File: src/rtl/dha_pkg.sv
package dha_pkg;
  localparam int MOE_W = 3;
  localparam int N_SRC = 6;
  typedef logic [MOE_W-1:0] moe_t;
  // source index order is the priority order, index 0 highest
  localparam int SRC_TAP  = 0;
  localparam int SRC_EXT  = 1;
  localparam int SRC_BKPT = 2;
  localparam int SRC_BINS = 3;
  localparam int SRC_VCAT = 4;
  localparam int SRC_WPT  = 5;
endpackage

File: src/rtl/dha_tap_gate.sv
module dha_tap_gate #(
  parameter int TAP_STATE_W = 4,
  parameter logic [TAP_STATE_W-1:0] TAP_IDLE_CODE = 4'hC
) (
  input  logic                   tap_halt,
  input  logic [TAP_STATE_W-1:0] tap_state,
  output logic                   tap_go
);
  always_comb tap_go = tap_halt && (tap_state == TAP_IDLE_CODE);
endmodule

File: src/rtl/dha_pend.sv
module dha_pend #(
  parameter int N = 2
) (
  input  logic         clk,
  input  logic         rst_n,
  input  logic [N-1:0] req_new,
  input  logic         allow_set,
  input  logic         clr,
  output logic [N-1:0] pend
);
  for (genvar i = 0; i < N; i++) begin : g_src
    logic held_q;
    always_ff @(posedge clk or negedge rst_n) begin
      if (!rst_n)                       held_q <= 1'b0;
      else if (clr)                     held_q <= 1'b0;
      else if (allow_set && req_new[i]) held_q <= 1'b1;
    end
    assign pend[i] = held_q;
  end
endmodule

File: src/rtl/dha_prio.sv
module dha_prio #(
  parameter int N = 6,
  parameter int CODE_W = 3
) (
  input  logic [N-1:0]      req,
  output logic              any,
  output logic [CODE_W-1:0] code
);
  always_comb begin
    any  = |req;
    code = '0;
    for (int i = N - 1; i >= 0; i--) begin
      if (req[i]) code = CODE_W'(i + 1);
    end
  end
endmodule

File: src/rtl/dha_state.sv
module dha_state #(
  parameter int MOE_W = 3
) (
  input  logic             clk,
  input  logic             rst_n,
  input  logic             take,
  input  logic [MOE_W-1:0] take_code,
  input  logic             restart,
  input  logic             exc_ev,
  output logic             halted,
  output logic             halt_pulse,
  output logic             exc_req,
  output logic [MOE_W-1:0] moe
);
  always_ff @(posedge clk or negedge rst_n) begin
    if (!rst_n) begin
      halted     <= 1'b0;
      halt_pulse <= 1'b0;
      exc_req    <= 1'b0;
      moe        <= '0;
    end else begin
      halt_pulse <= take;
      exc_req    <= exc_ev && !take && !halted;
      if (take) begin
        halted <= 1'b1;
        moe    <= take_code;
      end else if (halted && restart) begin
        halted <= 1'b0;
      end
    end
  end
endmodule

File: src/rtl/dbg_halt_arb.sv
module dbg_halt_arb #(
  parameter int TAP_STATE_W = 4,
  parameter logic [TAP_STATE_W-1:0] TAP_IDLE_CODE = 4'hC
) (
  input  logic                   clk,
  input  logic                   rst_n,
  input  logic                   dbg_en,
  input  logic                   dbg_permit,
  input  logic [1:0]             mode_sel,
  input  logic                   ev_vcatch,
  input  logic                   ev_bkpt,
  input  logic                   ev_wpt,
  input  logic                   ev_bkpt_insn,
  input  logic                   ext_req,
  input  logic                   tap_halt,
  input  logic [TAP_STATE_W-1:0] tap_state,
  input  logic                   restart,
  output logic                   halt_req,
  output logic                   core_halted,
  output logic                   pc_freeze,
  output logic                   irq_mask,
  output logic                   fetch_itr,
  output logic                   dbg_exc_req,
  output logic [2:0]             moe
);
  import dha_pkg::*;

  localparam int N_FORCED = 2;

  logic                tap_go;
  logic [N_FORCED-1:0] forced_new, forced_pend, forced_live;
  logic                halt_mode, sw_any, can_take, pend_allow;
  logic [N_SRC-1:0]    src_req;
  logic                any_req, take;
  moe_t                take_code;
  logic                halted;

  dha_tap_gate #(.TAP_STATE_W(TAP_STATE_W), .TAP_IDLE_CODE(TAP_IDLE_CODE)) u_tap (
    .tap_halt (tap_halt),
    .tap_state(tap_state),
    .tap_go   (tap_go)
  );

  always_comb begin
    forced_new = {ext_req, tap_go};
    halt_mode  = mode_sel[0];
    sw_any     = ev_vcatch | ev_bkpt | ev_wpt | ev_bkpt_insn;
    can_take   = dbg_en && dbg_permit && !halted;
    pend_allow = dbg_en && (!halted || restart);
    forced_live = forced_pend | (forced_new & {N_FORCED{dbg_en && !halted}});
  end

  dha_pend #(.N(N_FORCED)) u_pend (
    .clk      (clk),
    .rst_n    (rst_n),
    .req_new  (forced_new),
    .allow_set(pend_allow),
    .clr      (take || !dbg_en),
    .pend     (forced_pend)
  );

  always_comb begin
    src_req           = '0;
    src_req[SRC_TAP]  = forced_live[0];
    src_req[SRC_EXT]  = forced_live[1];
    src_req[SRC_BKPT] = halt_mode && ev_bkpt;
    src_req[SRC_BINS] = halt_mode && ev_bkpt_insn;
    src_req[SRC_VCAT] = halt_mode && ev_vcatch;
    src_req[SRC_WPT]  = halt_mode && ev_wpt;
  end

  dha_prio #(.N(N_SRC), .CODE_W(MOE_W)) u_prio (
    .req (src_req),
    .any (any_req),
    .code(take_code)
  );

  always_comb take = can_take && any_req;

  dha_state #(.MOE_W(MOE_W)) u_state (
    .clk       (clk),
    .rst_n     (rst_n),
    .take      (take),
    .take_code (take_code),
    .restart   (restart),
    .exc_ev    (dbg_en && dbg_permit && !halt_mode && sw_any),
    .halted    (halted),
    .halt_pulse(halt_req),
    .exc_req   (dbg_exc_req),
    .moe       (moe)
  );

  always_comb begin
    core_halted = halted;
    pc_freeze   = halted;
    irq_mask    = halted;
    fetch_itr   = halted;
  end
endmodule

File: config.mk
export PLATFORM = sky130hd
export DESIGN_NAME = dbg_halt_arb
export DESIGN_NICKNAME = d
export VERILOG_FILES = /design/src/rtl/dha_pkg.sv /design/src/rtl/dha_tap_gate.sv /design/src/rtl/dha_pend.sv /design/src/rtl/dha_prio.sv /design/src/rtl/dha_state.sv /design/src/rtl/dbg_halt_arb.sv
export SDC_FILE = /design/constraint.sdc
export NUM_CORES = 1
export LEC_CHECK = 0
export CAP_MARGIN = 5
export CORE_AREA = 5 5 42 44
export CTS_CLUSTER_SIZE = 12
export DETAILED_ROUTE_END_ITERATION = 16
export DIE_AREA = 0 0 47 49
export PLACE_DENSITY = 0.76
export REMOVE_ABC_BUFFERS = 1
export SLEW_MARGIN = 10
export SYNTH_ARGS = -nofsm -noshare
export SYNTH_HDL_FRONTEND = slang
export SYNTH_SLANG_ARGS = --single-unit
File: constraint.sdc
create_clock -name clk -period 1.7 [get_ports clk]
set_input_delay 0.34 -clock clk [delete_from_list [all_inputs] [get_ports clk]]
set_output_delay 0.34 -clock clk [all_outputs]
set_load 0.005 [all_outputs]
Word-level counts from Yosys, hierarchy flattened
Index checks and enable logic that the tools add are counted.
{ "op_classes": {"reduce_logical": 27, "multipliers": 0, "n_eq_ne": 1, "n_mux": 12, "addsub": 0, "n_shift": 0, "div": 0, "n_lt_le_gt_ge": 0, "n_bitwise": 5} }
{ "ops": {"columns": ["cell", "count"], "rows": [
  ["$mux W3", 6],
  ["$logic_and A1 B1 Y1", 17],
  ["$mux W1", 6],
  ["$reduce_bool A2 Y1", 3],
  ["$reduce_or A6 Y1", 1],
  ["$eq A4 B4 Y1 const B", 1],
  ["$logic_not A1 Y1", 4],
  ["$or A1 B1 Y1", 3],
  ["$and A2 B2 Y2", 1],
  ["$logic_or A1 B1 Y1", 2],
  ["$or A2 B2 Y2", 1]
]} }
{ "totals": {"output_inout_bits": 9, "mem_count": 0, "regBits": 8, "elab_cells": 51, "latch_bits": 0, "rom_bits": 0, "ram_bits": 0, "in_bits": 17} }

Depth between registers and ports, before layout
{ "depth": {"depth_word": 9, "depth_mapped": 4, "ltp_nobuf": 4} }

Cells and area by module
A second synthesis with hierarchy kept.
{ "hier_totals": {"cells_unflattened": 49, "hier_area_um2": 475.5} }
{ "modules_own_cells": {"columns": ["module", "instances", "area_per_inst_um2", "seq_area_each_um2", "cells_each"], "rows": [
  ["dha_state", 1, 203.9, 150.1, 12],
  ["dbg_halt_arb", 1, 120.1, 0.0, 18],
  ["dha_pend", 1, 82.6, 50.0, 8],
  ["dha_prio", 1, 56.3, 0.0, 9],
  ["dha_tap_gate", 1, 12.5, 0.0, 2]
]} }

Worst setup path after synthesis
Ideal clock, no wire load.
{ "synth_timing": {"path_type": "flip-flop to flip-flop", "startpoint": "register u_state.halted", "endpoint": "register u_state.moe[0]", "synth_period_minus_slack_ns": 1.229, "path_buffers": 0, "required_time_ns": 1.579, "setup_ns": 0.121, "arrival_time_ns": 1.108, "setup_slack_ns": 0.471, "stages_incl_launch_ff": 5, "cell_sequence": "dfrtp_1 nor2b_4 a221oi_4 a31oi_4 o22a_1"} }
{ "synth_via": {"elab_chain_cells": 6, "elab_cells_between_ends": 9, "cone_classes": "mux (2); bitwise (2); reduce/logical (5)"} }
{ "synth_lines": {"columns": ["item", "line_no", "rtl"], "rows": [
  ["start: declaration", "dha_state.sv:10", "output logic halted,"],
  ["start signal: assignment", "dha_state.sv:17", "halted <= 1'b0;"],
  ["start signal: assignment", "dha_state.sv:25", "halted <= 1'b1;"],
  ["start signal: assignment", "dha_state.sv:28", "halted <= 1'b0;"],
  ["$logic_not A1 Y1 *", "dbg_halt_arb.sv:48, dbg_halt_arb.sv:50", null],
  ["$logic_and A1 B1 Y1", "dbg_halt_arb.sv:50", "forced_live = forced_pend | (forced_new & {N_FORCED{dbg_en && !halted}});"],
  ["$and A2 B2 Y2", "dbg_halt_arb.sv:50", null],
  ["$or A2 B2 Y2", "dbg_halt_arb.sv:50", null],
  ["$reduce_or A6 Y1", "dha_prio.sv:10", "any = |req;"],
  ["$logic_and A1 B1 Y1 *", "dbg_halt_arb.sv:78", "always_comb take = can_take && any_req;"],
  ["named net take", "dbg_halt_arb.sv:34", "logic any_req, take;"],
  ["end signal: assignment", "dha_state.sv:26", "moe <= take_code;"],
  ["end: declaration", "dha_state.sv:13", "output logic [MOE_W-1:0] moe"]
]} }
The timed path passes the listed nets; every way through them passes the cells marked *.
A chain may end at the register's enable or synchronous reset.

Worst setup path in the final report
{ "layout_timing": {"startpoint": "register u_state.halted", "endpoint": "output pc_freeze"} }
{ "layout_rtl": {"columns": ["item", "line_no", "rtl"], "rows": [
  ["end: declaration", "dbg_halt_arb.sv:20", "output logic pc_freeze,"]
]} }
No word-level cell between the ends.

==> key figures <==
Status
  • Run status: completed

STA
  • Final max-slew violation count: 0
  • Max Clk Rate: 0.632 GHz
  • Hold Vio Cnt, Final: 0
  • Slew HR: 77.3%
  • Unrepaired setup endpoints after global routing: false
  • Setup Skew: 5.84 ps
  • Setup TNS: 0 ps
  • Tmin final: 1580 ps
  • Setup ws final: 118 ps
  • Final setup viols: 0
  • Fin crit share: 93.1%
  • Actual slew at the worst max-slew pin: 339 ps

Logic synthesis
  • Post-Syn Instances: 45
  • Post-synth EDFFs: 0
  • Syn Area/Cell: 10.8 um^2
  • Synth area leader: dfrtp_1
  • Count leader, synth: dfrtp_1
  • Synth top area share: 41.1%
  • Synth Cell Area: 487 um^2
  • Post-synthesis register bit count: 8
  • Top cells by count, synth: dfrtp_1 (8), a21oi_1 (7), inv_1 (5), buf_4 (3)
  • Register area share after synthesis: 41.1%
  • Yosys cell types: 23
  • Prevailing post-synth register cell: dfrtp_1
  • Ys Warns: 0
  • Top post-synthesis cells by area: dfrtp_1 (41%), a21oi_1 (7.2%), a221oi_4 (5.4%)
  • Async SR Flop Fraction: 100%

Power and ir drop
  • Combinational share of power: 36.5%
  • Sw power: 151 uW
  • Switching power as a share of total power: 25.8%
  • Internal power: 435 uW
  • Clock power frac: 22.5%
  • PD cells: 747 nW/um^2
  • Flop pwr share: 41.1%
  • Pleak: 0.340 nW
  • VDD IR max: 0.000457 V

Min path
  • Min-delay worst type: in2async

Worst setup path
  • Worst setup SP type: flop
  • CP required: 1360 ps
  • Setup crit start: u_state.halted
  • Crit. End Element: output port
  • Crit-path cells: clkdlybuf4s50_1
  • Buffers & Inverters on Critical Path: 1
  • Top delay family on crit path: buffers and inverters
  • Reg2reg start: u_state.halted
  • R2R Setup Slk: 390 ps
  • Reg-to-reg endpoint: u_state.moe[0]
  • Worst R2R Path Depth: 4
  • Critical path class: reg2out
  • Crit Path Max Fanout: 7
  • CP max stage delay: 550 ps
  • Worst path slowest cell: clkdlybuf4s50_1
  • Crit path depth: 1
  • CP arrival: 1240 ps

Detailed routing
  • Total wire length: 1150 um
  • Routed Antenna Nets: 0
  • First drt pass iteration count: 2
  • DR vias: 446
  • DRT iter0 DRCs: 2
  • Vias/cell: 4.96
  • Avg WL per Cell: 12.8 um
  • DRC: 0

Clock network
  • Root Driver: clkbuf_4
  • Post-cts repair resize count: 0
  • CTS buffer count: 3
  • TritonCTS Sinks: 8
  • H-tree levels: 1
  • Clock Latency Late Sink: 240 ps
  • Postcts setup bufs: 0
  • TritonCTS clock tree: yes
  • Clk slew on worst S/H paths: 50 ps
  • # hold bufs at CTS: 0
  • CTS Buffer Depth: 2

Place
  • Dpl hpwl: 999 um
  • Gpl congestion: 0.683
  • Post-place setup slack: -34.0 ps
  • Port buffer count: 24

Cells and area
  • Antenna cells: 0
  • Layout cells sized above 1: 20.3%
  • Final core occ: 56.0%
  • Syn-to-layout area delta: 61.2%
  • Fin nets: 93
  • Fill cells: 134

Floorplan
  • I/O pins: 26
  • Die Y: 49 um
  • Num rows: 14
  • Die width: 47 um
  • Die area: 2300 um^2
  • Placeable Area: 1400 um^2
  • Starting Density: 34.7%

Global routing
  • Total grt overflow: 0
  • Vias in the first global route: 461
  • Largest net degree at the start of global routing: 9
  • Global-route wire length before repair: 1870 um
  • Total GRT Usage: 10.8%
  • Initial antenna violation count: 0

Flow run
  • Max_cap viols: 0
-- cell usage in the layout, fill, tap and decap left out, types with 2 or more instances in the layout --
cell,synthesis,layout
nor3_1,2,2
a21o_1,2,2
clkdlybuf4s50_1,0,24
dfrtp_1,8,8
inv_1,5,5
nor2_1,2,2
buf_4,3,5
a21oi_1,7,7
clkbuf_4,0,3
-- cell families after synthesis --
family / Yosys count / share of synthesized area [%]
buf+inv: 8 / 8.48
compound gates: 17 / 32.1
simple gates: 12 / 18.3
flops: 8 / 41.1
-- layer usage --
metal | global-route usage, % | part of all wire, % | vias to the layer above
li1 | - | - | 221
met1 | 15.2 | 44 | 214
met2 | 16.1 | 49 | 11
met3 | 2.95 | 7.1 | 0
met4 | 2.76 | 0 | 0
met5 | 0 | 0 | -
-- through the flow --
| step | cell area, um^2 | cells | power [mW] | hold WS, ps |
|---|---|---|---|---|
| floorplan | 464 | 42 | 0.317 | 44.4 |
| global placement | 762 | 87 | 0.456 | 508 |
| detailed placement | 762 | 87 | 0.458 | 490 |
| CTS | 785 | 90 | 0.598 | 367 |
| global route | 785 | 90 | 0.630 | 378 |
| finish | 785 | 90 | 0.586 | 364 |
-- power by group through the flow --
stage	Combinational (mW)	Sequential [mW]	Clock, mW
2_1_floorplan	0.0706	0.247	0
3_3_place_gp	0.211	0.245	0
3_5_place_dp	0.214	0.244	0
4_1_cts	0.217	0.241	0.140
5_1_grt	0.232	0.247	0.151
6_report	0.214	0.241	0.132
-- state kept, by name, summed over array words and instances (netlist names) --
signal / count
u_state.halted: 1
u_state.halt_pulse: 1
u_pend.g_src.held_q: 2
u_state.exc_req: 1
u_state.moe: 3
-- worst max path at each step --
stage,endpoint,slack [ps]
after floorplan,u_state.moe[0],420
after global placement,u_state.moe[0],-30
after detailed placement,u_state.moe[0],-30
after CTS,pc_freeze,90
after global routing,pc_freeze,20
final,pc_freeze,120
-- cell type report --
cell class                      instances  area [um^2]  share of cell area [%]
Sequential cell                         8          200                    25.5
Multi-Input combinational cell         29          245                    31.3
Clock buffer                            3         22.5                    2.87
Inverter                                5         18.8                    2.39
Timing Repair Buffer                   29          278                    35.4
Tap cell                               16         20.0                    2.55
Note: power is estimated with default switching activity, not from simulation.
